File: config.mk
export PLATFORM = sky130hd
export DESIGN_NAME = mbx_dual_port
export DESIGN_NICKNAME = d
export VERILOG_FILES = /design/src/rtl/mbx_pkg.sv /design/src/rtl/mbx_wr_arb.sv /design/src/rtl/mbx_reg_bank.sv /design/src/rtl/mbx_trace.sv /design/src/rtl/mbx_dual_port.sv
export SDC_FILE = /design/constraint.sdc
export NUM_CORES = 1
export LEC_CHECK = 0
export ABC_CLOCK_PERIOD_IN_PS = 4100
export BUFFER_PORTS_ARGS = -buffer_cell sky130_fd_sc_hd__buf_2
export CORE_ASPECT_RATIO = 1.4
export CORE_MARGIN = 2
export CORE_UTILIZATION = 50
export CTS_CLUSTER_DIAMETER = 200
export DETAILED_ROUTE_END_ITERATION = 6
export PLACE_DENSITY_LB_ADDON = 0.08
export SYNTH_ARGS = -nofsm -noshare
export SYNTH_HDL_FRONTEND = slang
export SYNTH_SLANG_ARGS = --single-unit
File: constraint.sdc
create_clock -name clk -period 4.1 [get_ports clk]
set_input_delay 1.025 -clock clk [delete_from_list [all_inputs] [get_ports clk]]
set_output_delay 1.025 -clock clk [all_outputs]
set_load 0.01 [all_outputs]
File: src/rtl/mbx_pkg.sv
package mbx_pkg;
   localparam int unsigned NUM_WORDS = 4;
   localparam int unsigned IDX_W     = 2;

   typedef enum logic [IDX_W-1:0] {
      MBX_CMD_M2S = 2'd0,
      MBX_CMD_S2M = 2'd1,
      MBX_FLG_M2S = 2'd2,
      MBX_FLG_S2M = 2'd3
   } mbx_idx_e;

   typedef enum logic {
      SIDE_MAIN = 1'b0,
      SIDE_SUB  = 1'b1
   } mbx_side_e;
endpackage

File: src/rtl/mbx_wr_arb.sv
module mbx_wr_arb
   import mbx_pkg::*;
#(
   parameter int unsigned DATA_W = 32
) (
   input  logic                 m_we,
   input  logic [IDX_W-1:0]     m_addr,
   input  logic                 s_we,
   input  logic [IDX_W-1:0]     s_addr,
   output logic [NUM_WORDS-1:0] word_we,
   output logic [NUM_WORDS-1:0] word_sel_m,
   output logic                 commit_m,
   output logic                 commit_s
);
   logic [NUM_WORDS-1:0] hit_m;
   logic [NUM_WORDS-1:0] hit_s;

   for (genvar w = 0; w < NUM_WORDS; w++) begin : g_word
      always_comb begin
         hit_m[w]      = m_we && (m_addr == IDX_W'(w));
         hit_s[w]      = s_we && (s_addr == IDX_W'(w));
         word_we[w]    = hit_m[w] | hit_s[w];
         word_sel_m[w] = hit_m[w];
      end
   end

   always_comb begin
      commit_m = |hit_m;
      commit_s = |(hit_s & ~hit_m);
   end

   if (DATA_W == 0) begin : g_bad_w
      $error("mbx_wr_arb: DATA_W must be nonzero");
   end
endmodule

File: src/rtl/mbx_reg_bank.sv
module mbx_reg_bank
   import mbx_pkg::*;
#(
   parameter int unsigned DATA_W = 32
) (
   input  logic                 clk,
   input  logic                 rst_n,
   input  logic [NUM_WORDS-1:0] word_we,
   input  logic [NUM_WORDS-1:0] word_sel_m,
   input  logic [DATA_W-1:0]    m_wdata,
   input  logic [DATA_W-1:0]    s_wdata,
   input  logic [IDX_W-1:0]     m_addr,
   input  logic [IDX_W-1:0]     s_addr,
   output logic [DATA_W-1:0]    m_rdata,
   output logic [DATA_W-1:0]    s_rdata
);
   logic [DATA_W-1:0] word_q [NUM_WORDS];

   for (genvar w = 0; w < NUM_WORDS; w++) begin : g_store
      always_ff @(posedge clk) begin
         if (!rst_n) begin
            word_q[w] <= '0;
         end else if (word_we[w]) begin
            word_q[w] <= word_sel_m[w] ? m_wdata : s_wdata;
         end
      end

      // a word with no write strobe keeps its value
      a_r10_hold: assert property (@(posedge clk) disable iff (!rst_n)
         !word_we[w] |=> (word_q[w] == $past(word_q[w])));
   end

   always_comb begin
      m_rdata = word_q[m_addr];
      s_rdata = word_q[s_addr];
   end
endmodule

File: src/rtl/mbx_trace.sv
module mbx_trace
   import mbx_pkg::*;
#(
   parameter int unsigned DATA_W    = 32,
   parameter bit          TRACE_REG = 1'b1
) (
   input  logic              clk,
   input  logic              rst_n,
   input  logic              commit_m,
   input  logic              commit_s,
   input  logic [IDX_W-1:0]  m_addr,
   input  logic [IDX_W-1:0]  s_addr,
   input  logic [DATA_W-1:0] m_wdata,
   input  logic [DATA_W-1:0] s_wdata,
   output logic              trc_m_vld,
   output logic [IDX_W-1:0]  trc_m_idx,
   output logic [DATA_W-1:0] trc_m_data,
   output logic              trc_s_vld,
   output logic [IDX_W-1:0]  trc_s_idx,
   output logic [DATA_W-1:0] trc_s_data
);
   if (TRACE_REG) begin : g_reg
      always_ff @(posedge clk) begin
         if (!rst_n) begin
            trc_m_vld  <= 1'b0;
            trc_m_idx  <= '0;
            trc_m_data <= '0;
            trc_s_vld  <= 1'b0;
            trc_s_idx  <= '0;
            trc_s_data <= '0;
         end else begin
            trc_m_vld  <= commit_m;
            trc_m_idx  <= m_addr;
            trc_m_data <= m_wdata;
            trc_s_vld  <= commit_s;
            trc_s_idx  <= s_addr;
            trc_s_data <= s_wdata;
         end
      end
   end else begin : g_comb
      always_comb begin
         trc_m_vld  = rst_n && commit_m;
         trc_m_idx  = m_addr;
         trc_m_data = m_wdata;
         trc_s_vld  = rst_n && commit_s;
         trc_s_idx  = s_addr;
         trc_s_data = s_wdata;
      end
   end

   // the arbiter never lets both sides commit to one index
   a_r9_no_dual_commit: assert property (@(posedge clk) disable iff (!rst_n)
      (commit_m && commit_s) |-> (m_addr != s_addr));
endmodule

File: src/rtl/mbx_dual_port.sv
module mbx_dual_port
   import mbx_pkg::*;
#(
   parameter int unsigned DATA_W    = 32,
   parameter bit          TRACE_REG = 1'b1
) (
   input  logic              clk,
   input  logic              rst_n,
   input  logic [1:0]        m_addr,
   input  logic              m_we,
   input  logic [DATA_W-1:0] m_wdata,
   output logic [DATA_W-1:0] m_rdata,
   input  logic [1:0]        s_addr,
   input  logic              s_we,
   input  logic [DATA_W-1:0] s_wdata,
   output logic [DATA_W-1:0] s_rdata,
   output logic              trc_m_vld,
   output logic [1:0]        trc_m_idx,
   output logic [DATA_W-1:0] trc_m_data,
   output logic              trc_s_vld,
   output logic [1:0]        trc_s_idx,
   output logic [DATA_W-1:0] trc_s_data
);
   logic [NUM_WORDS-1:0] word_we;
   logic [NUM_WORDS-1:0] word_sel_m;
   logic                 commit_m;
   logic                 commit_s;

   if (IDX_W != 2) begin : g_bad_idx
      $error("mbx_dual_port: index width must be 2");
   end

   mbx_wr_arb #(.DATA_W(DATA_W)) arb_i (
      .m_we       (m_we),
      .m_addr     (m_addr),
      .s_we       (s_we),
      .s_addr     (s_addr),
      .word_we    (word_we),
      .word_sel_m (word_sel_m),
      .commit_m   (commit_m),
      .commit_s   (commit_s)
   );

   mbx_reg_bank #(.DATA_W(DATA_W)) bank_i (
      .clk        (clk),
      .rst_n      (rst_n),
      .word_we    (word_we),
      .word_sel_m (word_sel_m),
      .m_wdata    (m_wdata),
      .s_wdata    (s_wdata),
      .m_addr     (m_addr),
      .s_addr     (s_addr),
      .m_rdata    (m_rdata),
      .s_rdata    (s_rdata)
   );

   mbx_trace #(.DATA_W(DATA_W), .TRACE_REG(TRACE_REG)) trace_i (
      .clk        (clk),
      .rst_n      (rst_n),
      .commit_m   (commit_m),
      .commit_s   (commit_s),
      .m_addr     (m_addr),
      .s_addr     (s_addr),
      .m_wdata    (m_wdata),
      .s_wdata    (s_wdata),
      .trc_m_vld  (trc_m_vld),
      .trc_m_idx  (trc_m_idx),
      .trc_m_data (trc_m_data),
      .trc_s_vld  (trc_s_vld),
      .trc_s_idx  (trc_s_idx),
      .trc_s_data (trc_s_data)
   );

   // equal indices give equal read data
   a_r2_same_view: assert property (@(posedge clk)
      (m_addr == s_addr) |-> (m_rdata == s_rdata));

   // on a collision the main data is stored
   a_r3_main_wins: assert property (@(posedge clk) disable iff (!rst_n)
      (m_we && s_we && m_addr == s_addr) |=> (m_addr != $past(m_addr) || m_rdata == $past(m_wdata)));

   // main data lands on its own index when the indices differ
   a_r4_main_lands: assert property (@(posedge clk) disable iff (!rst_n)
      (m_we && s_we && m_addr != s_addr) |=> (m_addr != $past(m_addr) || m_rdata == $past(m_wdata)));

   // sub data lands on its own index when the indices differ
   a_r4_sub_lands: assert property (@(posedge clk) disable iff (!rst_n)
      (m_we && s_we && m_addr != s_addr) |=> (s_addr != $past(s_addr) || s_rdata == $past(s_wdata)));

   // reset empties every word
   a_r7_reset_clears: assert property (@(posedge clk)
      !rst_n |=> (m_rdata == '0 && s_rdata == '0));

   if (TRACE_REG) begin : g_trc_chk
      // a main write is traced on the following cycle
      a_r8_main_traced: assert property (@(posedge clk) disable iff (!rst_n)
         m_we |=> (trc_m_vld && trc_m_idx == $past(m_addr) && trc_m_data == $past(m_wdata)));

      // a lost sub write leaves no sub record
      a_r9_loser_silent: assert property (@(posedge clk) disable iff (!rst_n)
         (m_we && s_we && m_addr == s_addr) |=> !trc_s_vld);
   end
endmodule

==> results.json <==
{
  "status": "finished, final reports clean",
  "placed_area_um2": 10700,
  "synthesis.area_um2": 9470,
  "port_buffers": 205,
  "drv_slew": 0,
  "worst_slew_pin_slew_ns": 1.18,
  "crit_path_end_kind": "output port",
  "synth_nets": 879,
  "ys_seq_area_frac": 0.554,
  "cts_sinks": 198,
  "ioPinCount": 206,
  "routabilityCongestion": 0.816,
  "row_count": 59,
  "power.total_mw": 4.75,
  "setup-violations-final": 0,
  "drive_gt1_frac": 0.374,
  "yosysUniqueCellTypes": 28,
  "min_period_ns": 3.47,
  "crit_chain": "buf_4 -> mux4_2 -> buf_2",
  "grt_overflow": 0,
  "die_area_um2": 20100,
  "hp-start": "m_wdata[10]",
  "htree_levels": 4,
  "fmax_mhz": 288,
  "drt-vias-per-instance": 5.72,
  "antenna_found_initial": 3,
  "ys_warn_count": 0,
  "synthCells": 807,
  "leakage_nw": 4.58,
  "vias": 7137,
  "tritoncts": "done",
  "relSlewSlack": 0.209,
  "clock_path_buffers": 2,
  "core-area_um2": 18600,
  "design_area_um2": 11300,
  "start_util": 0.509,
  "grt_max_degree": 55,
  "crit_family": "buffers and inverters",
  "area_growth_pct": 18.9,
  "final_util": 0.605,
  "pre_cts_slack_ns": 0.614,
  "ant_nets": 0,
  "avgRoutedWirePerCell_um": 21.9,
  "cp-start-kind": "primary input",
  "worstHoldPathType": "in -> reg",
  "post-dp-hpwl_um": 16700,
  "grt_pass1_vias": 7350,
  "grt_pass1_wl_um": 42400,
  "cts_root_buf": "clkbuf_16",
  "cts_setup_buffers": 0,
  "cp_max_fo": 38,
  "critPathKind": "in -> out",
  "setup_tns_ns": 0,
  "synth_area_per_cell_um2": 11.7,
  "critPathBufInv": 2,
  "hold_viol": 0,
  "min_period_over_period": 0.847,
  "finalWirelength_um": 27400,
  "cts_buffers": 17,
  "cp.arrival_ns": 2.45,
  "die_x_um": 120,
  "min_to": "trace_i.trc_m_data[10]$_SDFF_PN0_",
  "grt_use_total": 0.283,
  "max_stage_delay_ns": 0.63,
  "cp.required_ns": 3.07,
  "power_density_nw_per_um2": 422,
  "fin_ws_ns": 0.629,
  "first_pass_iters": 5,
  "cts_resized": 0,
  "peakVddDrop_mv": 0.267,
  "drt_iter0_markers": 563,
  "clkTransAtPathRegs_ns": 0.08,
  "ys_ff_latch": 198,
  "max-cap-violations": 0,
  "drc": 0,
  "cp_slowest_cell": "mux4_2",
  "cts_hold_buf": 0,
  "holdPathStages": 2,
  "die_y_um": 167,
  "rsz0062_at_grt": "no",
  "nets": 1059
}
==> report_power, final <==
group          switching, mW  leakage [nW]  total [mW]  internal (mW)
registers             0.0722          1.88        2.36           2.29
logic                  0.419          2.45       0.742          0.323
clock network          0.794         0.257        1.64          0.847
total                   1.29          4.58        4.75           3.46
==> sequential cells by signal, summed over array words and instances, names as in the netlist <==
name / cells
bank_i.word_q: 128
trace_i.trc_m_data: 32
trace_i.trc_m_idx: 2
trace_i.trc_m_vld: 1
trace_i.trc_s_data: 32
trace_i.trc_s_idx: 2
trace_i.trc_s_vld: 1
==> synth_stat cells, drive strengths merged <==
master / count / area share
nand2: 260 / 0.10
a21oi: 128 / 0.084
edfxtp: 128 / 0.41
dfxtp: 70 / 0.15
and2: 69 / 0.046
mux4: 64 / 0.15
buf: 51 / 0.035
clkbuf: 14 / 0.0056
and3b: 3 / 0.0028
nand3b: 3 / 0.0037
nor2: 3 / 0.0012
o21ai: 3 / 0.0032
and3: 2 / 0.0013
nand3: 2 / 0.0016
nor3b: 2 / 0.0028
xnor2: 2 / 0.0019
a21bo: 1 / 0.0011
a31oi: 1 / 0.00066
or3b: 1 / 0.00093
==> area by class of cell <==
type | instances | area (µm²)
multi-input combinational | 544 | 3870
sequential | 198 | 5250
timing repair buffer | 226 | 1260
tap | 244 | 305
clock buffer | 19 | 433
clock inverter | 13 | 125
antenna | 3 | 7.51
fill | 1599 | 7350
==> layout by cell type (no fill, tap or decap), drive strengths merged <==
cell type / instances
nand3: 2
dfxtp: 70
and3: 2
and2: 69
nand3b: 3
xnor2: 2
and3b: 3
or3b: 1
clkinvlp: 5
clkinv: 4
nor3b: 2
edfxtp: 128
o21ai: 3
nor2: 3
nand2: 260
mux4: 64
buf: 226
inv: 3
a31oi: 1
a21oi: 128
diode: 3
a21bo: 1
bufinv: 1
clkbuf: 19
==> per-layer routing <==
layer  global-route usage  wire, µm
met5                    0         0
met4               0.0733       354
met3               0.0568      2000
met2                0.492     14300
met1                0.362     10700
==> cells by family (layout without fill, tap and decap cells) <==
logic type | Yosys count | in the layout | share of synthesized area
AND/OR/NAND/NOR | 345 | 345 | 0.163
multiplexers | 64 | 64 | 0.152
buffers and inverters | 65 | 258 | 0.0403
other | 0 | 3 | 0
XOR/XNOR | 2 | 2 | 0.00185
flip-flops | 198 | 198 | 0.554
AO/OA/AOI/OAI | 133 | 133 | 0.0884
==> worst max-delay path by stage <==
| stage | startpoint | endpoint | slack (ns) | cells after the start |
|---|---|---|---|---|
| floorplan | s_addr[0] | s_rdata[10] | 1.06 | 3 |
| global placement | m_addr[0] | m_rdata[30] | 0.64 | 3 |
| detailed placement | m_addr[0] | m_rdata[30] | 0.61 | 3 |
| CTS | m_addr[0] | m_rdata[30] | 0.61 | 3 |
| global route | m_addr[0] | m_rdata[30] | 0.54 | 3 |
| finish | m_addr[0] | m_rdata[30] | 0.63 | 3 |
==> metrics by stage <==
stage | hold slack [ns] | cells
CTS | 0.842 | 1244
global route | 0.840 | 1245
global placement | 1.30 | 1212
floorplan | 1.15 | 807
finish | 0.848 | 1247
detailed placement | 1.30 | 1212
No activity file was read; power rests on OpenSTA's default activity.
